==> config.mk <==
export PLATFORM = sky130hd
export DESIGN_NAME = l1vc_top
export DESIGN_NICKNAME = d
export VERILOG_FILES = /design/src/rtl/l1vc_pkg.sv /design/src/rtl/l1vc_sets.sv /design/src/rtl/l1vc_vbuf.sv /design/src/rtl/l1vc_ctrl.sv /design/src/rtl/l1vc_top.sv
export SDC_FILE = /design/constraint.sdc
export NUM_CORES = 1
export LEC_CHECK = 0
export ABC_AREA = 1
export CAP_MARGIN = 20
export CORE_ASPECT_RATIO = 1.25
export CORE_UTILIZATION = 33
export DETAILED_ROUTE_END_ITERATION = 16
export PLACE_DENSITY_LB_ADDON = 0.12
export SLEW_MARGIN = 20
export SYNTH_ARGS = -nofsm -noshare
export SYNTH_HDL_FRONTEND = slang
export SYNTH_SLANG_ARGS = --single-unit
==> constraint.sdc <==
create_clock -name clk -period 4.77 [get_ports clk]
set_input_delay 0.954 -clock clk [delete_from_list [all_inputs] [get_ports clk]]
set_output_delay 0.954 -clock clk [all_outputs]
set_load 0.1 [all_outputs]
==> src/rtl/l1vc_pkg.sv <==
package l1vc_pkg;

    // controller states
    typedef enum logic [0:0] {
        ST_LOOKUP    = 1'b0,
        ST_MISS_WAIT = 1'b1
    } l1vc_state_e;

    // victim buffer operations
    typedef enum logic [1:0] {
        VB_IDLE = 2'd0,
        VB_SWAP = 2'd1,
        VB_PUSH = 2'd2
    } vb_op_e;

endpackage

==> src/rtl/l1vc_sets.sv <==
// Two-way set-associative tag store with one LRU bit per set.
module l1vc_sets #(
    parameter int ADDR_W   = 16,
    parameter int NUM_SETS = 2
) (
    input  logic              clk,
    input  logic              rst,
    input  logic [ADDR_W-1:0] lk_addr,
    input  logic              upd_en,
    input  logic              upd_way,
    input  logic              upd_wr,
    output logic              hit,
    output logic              hit_way,
    output logic              lru_way,
    output logic              vic_valid,
    output logic [ADDR_W-1:0] vic_addr
);
    localparam int SET_W = $clog2(NUM_SETS);
    localparam int TAG_W = ADDR_W - SET_W;
    localparam int WAYS  = 2;

    logic [TAG_W-1:0] tag_q   [NUM_SETS][WAYS];
    logic             valid_q [NUM_SETS][WAYS];
    logic             lru_q   [NUM_SETS];

    logic [SET_W-1:0] set_idx;
    logic [TAG_W-1:0] lk_tag;
    logic [WAYS-1:0]  way_match;

    assign set_idx = lk_addr[SET_W-1:0];
    assign lk_tag  = lk_addr[ADDR_W-1:SET_W];

    for (genvar w = 0; w < WAYS; w++) begin : g_way
        assign way_match[w] = valid_q[set_idx][w] && (tag_q[set_idx][w] == lk_tag);
    end

    assign hit       = |way_match;
    assign hit_way   = way_match[1];
    assign lru_way   = lru_q[set_idx];
    assign vic_valid = valid_q[set_idx][lru_q[set_idx]];
    assign vic_addr  = {tag_q[set_idx][lru_q[set_idx]], set_idx};

    // valid bits and recency: reset to empty, way 0 least recent
    always_ff @(posedge clk) begin
        if (rst) begin
            for (int s = 0; s < NUM_SETS; s++) begin
                lru_q[s] <= 1'b0;
                for (int w = 0; w < WAYS; w++) begin
                    valid_q[s][w] <= 1'b0;
                end
            end
        end else if (upd_en) begin
            lru_q[set_idx] <= ~upd_way;
            if (upd_wr) begin
                valid_q[set_idx][upd_way] <= 1'b1;
            end
        end
    end

    // tags need no reset: qualified by valid
    always_ff @(posedge clk) begin
        if (upd_en && upd_wr) begin
            tag_q[set_idx][upd_way] <= lk_tag;
        end
    end

endmodule

==> src/rtl/l1vc_vbuf.sv <==
// Fully associative victim buffer with an age ordering (0 = newest).
module l1vc_vbuf import l1vc_pkg::*; #(
    parameter int ADDR_W = 16,
    parameter int VB_N   = 3
) (
    input  logic                      clk,
    input  logic                      rst,
    input  logic [ADDR_W-1:0]         lk_addr,
    input  vb_op_e                    op,
    input  logic [$clog2(VB_N)-1:0]   op_idx,
    input  logic                      wr_valid,
    input  logic [ADDR_W-1:0]         wr_addr,
    output logic                      hit,
    output logic [$clog2(VB_N)-1:0]   hit_idx
);
    localparam int IDX_W = $clog2(VB_N);
    localparam logic [IDX_W-1:0] AGE_OLD = IDX_W'(VB_N - 1);

    logic              valid_q [VB_N];
    logic [ADDR_W-1:0] addr_q  [VB_N];
    logic [IDX_W-1:0]  age_q   [VB_N];

    logic              valid_d [VB_N];
    logic [ADDR_W-1:0] addr_d  [VB_N];
    logic [IDX_W-1:0]  age_d   [VB_N];

    logic [VB_N-1:0]   ent_match;
    logic [IDX_W-1:0]  push_slot;
    logic [IDX_W-1:0]  slot;
    logic              found_free;

    for (genvar i = 0; i < VB_N; i++) begin : g_ent
        assign ent_match[i] = valid_q[i] && (addr_q[i] == lk_addr);
    end

    assign hit = |ent_match;

    always_comb begin
        hit_idx = '0;
        for (int i = VB_N - 1; i >= 0; i--) begin
            if (ent_match[i]) hit_idx = IDX_W'(i);
        end
    end

    // push target: lowest free entry, else the oldest one
    always_comb begin
        push_slot  = '0;
        found_free = 1'b0;
        for (int i = 0; i < VB_N; i++) begin
            if (!valid_q[i] && !found_free) begin
                push_slot  = IDX_W'(i);
                found_free = 1'b1;
            end
        end
        if (!found_free) begin
            for (int i = 0; i < VB_N; i++) begin
                if (age_q[i] == AGE_OLD) push_slot = IDX_W'(i);
            end
        end
    end

    assign slot = (op == VB_SWAP) ? op_idx : push_slot;

    always_comb begin
        for (int i = 0; i < VB_N; i++) begin
            valid_d[i] = valid_q[i];
            addr_d[i]  = addr_q[i];
            age_d[i]   = age_q[i];
        end
        if ((op == VB_SWAP) || ((op == VB_PUSH) && wr_valid)) begin
            if (wr_valid) begin
                // insert: younger entries age by one, slot becomes newest
                valid_d[slot] = 1'b1;
                addr_d[slot]  = wr_addr;
                for (int i = 0; i < VB_N; i++) begin
                    if (age_q[i] < age_q[slot]) age_d[i] = age_q[i] + 1'b1;
                end
                age_d[slot] = '0;
            end else begin
                // removal: older entries move up, slot becomes oldest
                valid_d[slot] = 1'b0;
                for (int i = 0; i < VB_N; i++) begin
                    if (age_q[i] > age_q[slot]) age_d[i] = age_q[i] - 1'b1;
                end
                age_d[slot] = AGE_OLD;
            end
        end
    end

    always_ff @(posedge clk) begin
        if (rst) begin
            for (int i = 0; i < VB_N; i++) begin
                valid_q[i] <= 1'b0;
                age_q[i]   <= IDX_W'(i);
            end
        end else begin
            for (int i = 0; i < VB_N; i++) begin
                valid_q[i] <= valid_d[i];
                age_q[i]   <= age_d[i];
            end
        end
    end

    always_ff @(posedge clk) begin
        for (int i = 0; i < VB_N; i++) begin
            addr_q[i] <= addr_d[i];
        end
    end

endmodule

==> src/rtl/l1vc_ctrl.sv <==
// Request controller: lookup, miss handshake, array update commands.
module l1vc_ctrl import l1vc_pkg::*; #(
    parameter int ADDR_W   = 16,
    parameter int MISS_LAT = 20,
    parameter int LAT_W    = 5
) (
    input  logic              clk,
    input  logic              rst,
    input  logic              req_valid,
    input  logic [ADDR_W-1:0] req_addr,
    input  logic              mem_ack,
    input  logic              main_hit,
    input  logic              main_hit_way,
    input  logic              main_lru_way,
    input  logic              vb_hit,
    output logic              req_ready,
    output logic [ADDR_W-1:0] lk_addr,
    output logic              mem_req,
    output logic [ADDR_W-1:0] mem_addr,
    output logic              resp_valid,
    output logic              resp_hit,
    output logic [LAT_W-1:0]  resp_lat,
    output logic              set_upd_en,
    output logic              set_upd_way,
    output logic              set_upd_wr,
    output vb_op_e            vb_op
);
    l1vc_state_e       state_q, state_d;
    logic [ADDR_W-1:0] miss_addr_q;
    logic              accept;
    logic              any_hit;
    logic              fill_now;

    assign accept   = req_valid && (state_q == ST_LOOKUP);
    assign any_hit  = main_hit || vb_hit;
    assign fill_now = (state_q == ST_MISS_WAIT) && mem_ack;
    assign lk_addr  = (state_q == ST_LOOKUP) ? req_addr : miss_addr_q;

    // state register
    always_ff @(posedge clk) begin
        if (rst) state_q <= ST_LOOKUP;
        else     state_q <= state_d;
    end

    // next state
    always_comb begin
        state_d = state_q;
        unique case (state_q)
            ST_LOOKUP:    if (accept && !any_hit) state_d = ST_MISS_WAIT;
            ST_MISS_WAIT: if (mem_ack)            state_d = ST_LOOKUP;
        endcase
    end

    always_ff @(posedge clk) begin
        if (accept) miss_addr_q <= req_addr;
    end

    // array update commands
    always_comb begin
        set_upd_en  = 1'b0;
        set_upd_way = main_lru_way;
        set_upd_wr  = 1'b0;
        vb_op       = VB_IDLE;
        unique case (state_q)
            ST_LOOKUP: begin
                if (accept && main_hit) begin
                    set_upd_en  = 1'b1;
                    set_upd_way = main_hit_way;
                end else if (accept && vb_hit) begin
                    set_upd_en = 1'b1;
                    set_upd_wr = 1'b1;
                    vb_op      = VB_SWAP;
                end
            end
            ST_MISS_WAIT: begin
                if (mem_ack) begin
                    set_upd_en = 1'b1;
                    set_upd_wr = 1'b1;
                    vb_op      = VB_PUSH;
                end
            end
        endcase
    end

    // response register
    always_ff @(posedge clk) begin
        if (rst) begin
            resp_valid <= 1'b0;
            resp_hit   <= 1'b0;
            resp_lat   <= '0;
        end else begin
            resp_valid <= (accept && any_hit) || fill_now;
            resp_hit   <= accept && any_hit;
            resp_lat   <= (accept && any_hit) ? LAT_W'(1) : LAT_W'(MISS_LAT);
        end
    end

    // outputs decoded from state
    always_comb begin
        req_ready = (state_q == ST_LOOKUP);
        mem_req   = (state_q == ST_MISS_WAIT);
        mem_addr  = miss_addr_q;
    end

endmodule

==> src/rtl/l1vc_top.sv <==
module l1vc_top import l1vc_pkg::*; #(
    parameter int ADDR_W   = 16,
    parameter int NUM_SETS = 2,
    parameter int VB_N     = 3,
    parameter int MISS_LAT = 20,
    parameter int LAT_W    = $clog2(MISS_LAT + 1)
) (
    input  logic              clk,
    input  logic              rst,
    input  logic              req_valid,
    output logic              req_ready,
    input  logic [ADDR_W-1:0] req_addr,
    output logic              resp_valid,
    output logic              resp_hit,
    output logic [LAT_W-1:0]  resp_lat,
    output logic              mem_req,
    output logic [ADDR_W-1:0] mem_addr,
    input  logic              mem_ack
);
    localparam int IDX_W = $clog2(VB_N);

    logic [ADDR_W-1:0] lk_addr;
    logic              main_hit, main_hit_way, main_lru_way;
    logic              vic_valid;
    logic [ADDR_W-1:0] vic_addr;
    logic              vb_hit;
    logic [IDX_W-1:0]  vb_hit_idx;
    logic              set_upd_en, set_upd_way, set_upd_wr;
    vb_op_e            vb_op;

    l1vc_ctrl #(
        .ADDR_W(ADDR_W), .MISS_LAT(MISS_LAT), .LAT_W(LAT_W)
    ) u_ctrl (
        .clk          (clk),
        .rst          (rst),
        .req_valid    (req_valid),
        .req_addr     (req_addr),
        .mem_ack      (mem_ack),
        .main_hit     (main_hit),
        .main_hit_way (main_hit_way),
        .main_lru_way (main_lru_way),
        .vb_hit       (vb_hit),
        .req_ready    (req_ready),
        .lk_addr      (lk_addr),
        .mem_req      (mem_req),
        .mem_addr     (mem_addr),
        .resp_valid   (resp_valid),
        .resp_hit     (resp_hit),
        .resp_lat     (resp_lat),
        .set_upd_en   (set_upd_en),
        .set_upd_way  (set_upd_way),
        .set_upd_wr   (set_upd_wr),
        .vb_op        (vb_op)
    );

    l1vc_sets #(
        .ADDR_W(ADDR_W), .NUM_SETS(NUM_SETS)
    ) u_sets (
        .clk       (clk),
        .rst       (rst),
        .lk_addr   (lk_addr),
        .upd_en    (set_upd_en),
        .upd_way   (set_upd_way),
        .upd_wr    (set_upd_wr),
        .hit       (main_hit),
        .hit_way   (main_hit_way),
        .lru_way   (main_lru_way),
        .vic_valid (vic_valid),
        .vic_addr  (vic_addr)
    );

    l1vc_vbuf #(
        .ADDR_W(ADDR_W), .VB_N(VB_N)
    ) u_vbuf (
        .clk      (clk),
        .rst      (rst),
        .lk_addr  (lk_addr),
        .op       (vb_op),
        .op_idx   (vb_hit_idx),
        .wr_valid (vic_valid),
        .wr_addr  (vic_addr),
        .hit      (vb_hit),
        .hit_idx  (vb_hit_idx)
    );

endmodule

==> flow_summary.json, run 1 <==
{
  "seq_area_frac_synth_pct": 49.5,
  "cp.required_ps": 5100,
  "pwr-share-comb_pct": 19.4,
  "dr.first_iter.drc_count": 489,
  "start_kind": "primary input",
  "clk_pin_slew_worst_paths_ps": 60,
  "synth_cells": 1064,
  "routed_via_density": 4.83,
  "drive_gt1_share_pct": 12.5,
  "final.hold.worst_slack_ps": 505,
  "hold_violations": 0,
  "fp-row-count": 64,
  "p_clk_share_pct": 39.9,
  "crit_buf_inv": 4,
  "yosys_warnings": 0,
  "synthToLayoutAreaGrowth_pct": 21.5,
  "wire_per_inst_um": 17.7,
  "fin_nets": 1189,
  "grt_pass1_wl_um": 40500,
  "synth_commonest_cells": "nand2_1 (376), inv_1 (132), edfxtp_1 (130)",
  "track_usage_pct": 21.5,
  "yosysMostFrequentCell": "nand2_1",
  "grt_util_met2_pct": 35.6,
  "start_util_pct": 34.0,
  "syn_avg_cell_area_um2": 7.90,
  "hpwlAfterDp_um": 20200,
  "swShare_pct": 29.4,
  "slew_viol_final": 0,
  "arrival_ps": 4410,
  "clock_skew_ps": 11.9,
  "core-area_um2": 24700,
  "ys_ff_latch": 143,
  "use_met3_pct": 3.22,
  "p_per_area_nw_per_um2": 345,
  "die_h_um": 180,
  "rsz0062_at_grt": "no",
  "cts_tree": "built",
  "numPortBuffers": 42,
  "worst_pin_slew_ps": 998,
  "path_common_cell": "nand2_1",
  "maxCapViolations": 0,
  "netlist.area_leader.share_pct": 46.4,
  "endpoint_kind": "flop",
  "cts_buffers": 17,
  "slowest_delay_ps": 480,
  "final_util_pct": 41.3,
  "relSlewSlack_pct": 33.2,
  "grt.overflow.total": 0,
  "intPower_w": 0.00248,
  "multi_input_area_um2": 3520,
  "synth-main-ff-cell": "edfxtp_1",
  "yosysTopAreaCell": "edfxtp_1",
  "synth_area_leaders": "edfxtp_1 (46%), nand2_1 (17%), nand3_1 (6.7%)",
  "grt_pass1_vias": 6924,
  "ff_latch_area_um2": 4160,
  "gp_congestion": 0.927,
  "setup_viol": 0,
  "worst_path_max_delay_cell": "clkdlybuf4s50_1",
  "crit_type": "in2reg",
  "cp_top_family": "simple AND/OR/NAND/NOR gates",
  "preCtsSetupSlack_ps": -111,
  "fin_crit_ps": 4080,
  "grt_start_max_net_pins": 28,
  "drc": 0,
  "vias": 7261,
  "io_pins": 45,
  "setup_ws_ps": 690,
  "synth_edf_count": 130,
  "synthDistinctLibCells": 42,
  "peakVddDrop_uv": 243,
  "post-route-period-util_pct": 85.5,
  "clock.fmax_mhz": 245,
  "fillers": 2530,
  "cts.sinks": 143,
  "antenna_left": 0,
  "grtUsageMet1_pct": 28.3,
  "diodes": 0,
  "hold_path_class": "reg2reg",
  "cts_max_path_buffers": 2,
  "antenna_found_initial": 0,
  "power.leakage_nw": 4.72,
  "post_cts_buffers": 0,
  "power.switching_w": 0.00104,
  "syn_area_um2": 8410,
  "grt.busiest_layer": "met2",
  "worstSkewPairLatency_ps": 430,
  "ys_async_sr_fraction_pct": 0,
  "clock-root-buffer": "clkbuf_16",
  "outcome": "completed",
  "cts_max_level": 4,
  "crit_fanout": 11,
  "die_w_um": 145,
  "p_seq_share_pct": 40.7,
  "die_area_um2": 26100,
  "firstDrtPassIters": 5,
  "drt_wl_total_um": 26600
}
-- state kept, by name, summed over array words and instances, names as in the netlist, named ones only --
signal and flops:
u_ctrl.mem_addr 16, u_ctrl.mem_req 1, u_ctrl.resp_lat 2, u_ctrl.resp_valid 1, u_sets.lru_q 2, u_sets.tag_q 60, u_sets.valid_q 4, u_vbuf.addr_q 48
u_vbuf.age_q 6
-- per-stage QoR --
step                      std cells  TNS, ps  power (W)  cell area, um^2
final                          1503        0    0.00352            10200
after global routing           1503        0    0.00367            10200
after CTS                      1503        0    0.00355            10200
after detailed placement       1471     -169    0.00214             9580
after global placement         1471    -49.9    0.00214             9580
after floorplan                1065        0    0.00190             8410
-- power groups by stage --
stage	clock, W	combinational (W)	sequential [W]
5_1_grt	0.00148	0.000749	0.00144
3_5_place_dp	0	0.000685	0.00146
3_3_place_gp	0	0.000685	0.00146
4_1_cts	0.00143	0.000686	0.00143
2_1_floorplan	0	0.000376	0.00152
6_report	0.00141	0.000684	0.00143
-- worst reg2reg max path: cells and delay by family, from the launching register on --
kind	cells	cell delay (ps)
compound gates	4	500
fa+ha+maj	1	310
simple gates	19	1940
flops	1	520
buf+inv	4	640
-- layout by cell type (no fill, tap or decap), drive strengths merged, types with 5 or more instances in the layout --
master | synthesis | final
a21oi | 16 | 16
a31oi | 9 | 9
buf | 22 | 62
clkbuf | 6 | 27
clkdlybuf4s50 | 0 | 41
dfxtp | 13 | 13
edfxtp | 130 | 130
ha | 9 | 9
inv | 140 | 142
nand2 | 407 | 407
nand3 | 115 | 115
nand3b | 14 | 14
nand4 | 12 | 12
nor2 | 108 | 108
nor3 | 5 | 5
o21ai | 36 | 36
-- cell type report --
class	count	area share, %
Inverter	140	5.22
Tap cell	330	4.04
Sequential cell	143	40.8
Clock inverter	5	0.306
Timing Repair Buffer	104	9.31
Multi-Input combinational cell	754	34.5
Clock buffer	27	5.88
-- what timing repair did --
item / CTS / global route
resized for setup: 0 / 3
endpoints found under the setup margin: 0 / 2
hold buffers: 0 / 0
-- logic make-up (layout without fill, tap and decap cells) --
| logic type | Yosys count | in the layout | share of synthesized area (%) |
|---|---|---|---|
| AOI/OAI and AO/OA | 67 | 67 | 4.61 |
| buffers and inverters | 168 | 276 | 8.73 |
| muxes | 2 | 2 | 0.238 |
| and+or+nand+nor | 666 | 666 | 34.7 |
| DFF | 143 | 143 | 49.5 |
| xor gates and xnor gates | 8 | 8 | 0.833 |
| other | 1 | 2 | 0.0446 |
| adders and majority gates | 9 | 9 | 1.34 |
-- worst paths after layout --
| check | start | to | slack [ps] | depth (start not counted) |
|---|---|---|---|---|
| worst min register to register | flop | flop | 500 | 2 |
| worst min-delay path | flop | flop | 500 | 2 |
| worst max-delay path | req_addr[4] | u_vbuf.age_q[0][0]$_SDFFE_PP0P_ | 690 | 28 |
| worst max register to register | u_ctrl.mem_req$_SDFF_PP0_ | u_vbuf.age_q[0][0]$_SDFFE_PP0P_ | 750 | 28 |
-- routing by layer --
metal  vias to the layer above  share of wire, %
met1                      3399                44
li1                       3640                 -
met4                         0               2.3
met5                         -                 0
met3                        34               4.2
met2                       188                49
Power figures use the tool's default switching activity.
==> run 2, diff against run 1 <==
Settings changed: GPL_ROUTABILITY_DRIVEN set to 0.
==> results of run 2 <==
Same layout as run 1: the final DEF is identical, and so are final timing and power.
==> run 3, diff against run 2 <==
Clock period 4.77 ns to 4.6 ns, I/O delays scaled along.
==> run 3 against run 2 <==
Compared with the run above:
- non-clock buffer count up 45
- first-iteration DRC count down 14%
- critical endpoint unchanged
- global-route usage down 0.14 points
- critical path depth up 1
- clock-buffer cell count down 9
- design area up 3.3%
- largest cell class unchanged
- sequential cell count unchanged
- core utilization up 1.4 points
- sequential power up 3%
- clock power about the same
==> flow_summary.json, run 3 (synthesis results as in run 1) <==
{
  "regMostFlops": "u_sets.tag_q",
  "drive_gt1_share_pct": 15.9,
  "dpl_cell_area_um2": 9950,
  "numPortBuffers": 42,
  "maxCapViolations": 0,
  "track_usage_pct": 21.4,
  "die_h_um": 180,
  "fin_nets": 1234,
  "grt_pass1_vias": 7064,
  "synthToLayoutAreaGrowth_pct": 25.5,
  "diodes": 0,
  "fp-row-count": 64,
  "vias": 7401,
  "cts.sinks": 143,
  "cts_max_path_buffers": 2,
  "crit_type": "in2reg",
  "cts_max_level": 4,
  "tns_ps": 0,
  "drc": 0,
  "cts_buffers": 17,
  "core-area_um2": 24700,
  "wire_per_inst_um": 17.1,
  "relSlewSlack_pct": 34.3,
  "clk_pin_slew_worst_paths_ps": 60,
  "worstSkewPairLatency_ps": 440,
  "largest_register_ffs": 60,
  "cp_top_family": "simple AND/OR/NAND/NOR gates",
  "die_area_um2": 26100,
  "peakVddDrop_uv": 267,
  "layout_commonest_cell": "nand2_1",
  "io_pins": 45,
  "firstDrtPassIters": 4,
  "cts_tree": "built",
  "post-route-period-util_pct": 92.8,
  "worst_pin_slew_ps": 982,
  "instances_no_fill": 1548,
  "hpwlAfterDp_um": 20400,
  "arrival_ps": 4600,
  "crit_fanout": 25,
  "grt_pass1_wl_um": 40300,
  "path_common_cell": "nand2_1",
  "clock.fmax_mhz": 234,
  "final_area_um2": 10600,
  "setup_viol": 0,
  "slew_viol_final": 0,
  "hold_path_class": "reg2reg",
  "worst_path_max_delay_cell": "clkdlybuf4s50_1",
  "routed_via_density": 4.78,
  "p_per_area_nw_per_um2": 347,
  "power_w": 0.00366,
  "cp.required_ps": 4930,
  "placed_cells": 1516,
  "start_kind": "primary input",
  "fin_crit_ps": 4270,
  "crit_buf_inv": 5,
  "rsz0062_at_grt": "no",
  "antenna_left": 0,
  "grt_start_max_net_pins": 35,
  "power.leakage_nw": 4.90,
  "drt_wl_total_um": 26500,
  "endpoint_kind": "flop",
  "antenna_found_initial": 0,
  "start_util_pct": 34.0,
  "final_cell_mix": "nand2_1 (376), inv_1 (132), edfxtp_1 (130)",
  "fillers": 2559,
  "clock_skew_ps": 11.6,
  "outcome": "completed",
  "die_w_um": 145,
  "dr.first_iter.drc_count": 419,
  "grt.overflow.total": 0,
  "slowest_delay_ps": 500,
  "hold_violations": 0,
  "clock-root-buffer": "clkbuf_16"
}
-- run 3: path summary, 6_finish.rpt --
path | from | endpoint | slack, ps | cells after the start
hold reg to reg | flop | flop | 510 | 2
setup / recovery | req_addr[0] | u_vbuf.age_q[0][0]$_SDFFE_PP0P_ | 330 | 29
setup reg to reg | u_ctrl.mem_req$_SDFF_PP0_ | u_vbuf.age_q[0][0]$_SDFFE_PP0P_ | 600 | 28
hold / removal | flop | flop | 510 | 2
-- run 3: where the power goes --
group / switching (W) / leakage (nW) / internal (W)
clock network: 0.000570 / 0.278 / 0.000850
logic: 0.000511 / 3.32 / 0.000249
registers: 0.0000154 / 1.30 / 0.00147
total: 0.00110 / 4.90 / 0.00257
-- run 3: worst reg2reg max path: cells and delay by family, from the launching register on --
kind	cells	cell delay, ps
buf+inv	4	670
compound gates	2	300
fa+ha+maj	1	200
simple gates	21	2270
flops	1	450
-- run 3: what timing repair did --
action,CTS,global route
resized for setup,0,3
hold buffers,0,0
buffers inserted,0,0
endpoints found under the setup margin,0,4
-- run 3: area by class of cell --
type	count	area, um^2	area share [%]
Tap cell	330	413	3.91
Inverter	140	533	5.05
Clock inverter	14	168	1.59
Sequential cell	143	4160	39.5
Timing Repair Buffer	149	1320	12.5
Clock buffer	18	429	4.07
Multi-Input combinational cell	754	3520	33.4
-- run 3: metrics by stage --
step                      hold slack, ps  util (%)  worst slack [ps]
after global placement               490      40.2              -102
after detailed placement             502      40.2              -168
final                                509      42.6               332
after global routing                 542      42.6              37.8
after CTS                            512      42.6               273
after floorplan                      457         -               562
-- run 3: per-layer routing --
metal	track usage, %	wire [um]
met5	0	0
met4	9.35	928
met3	3.32	964
met2	35.4	13000
met1	27.1	11600
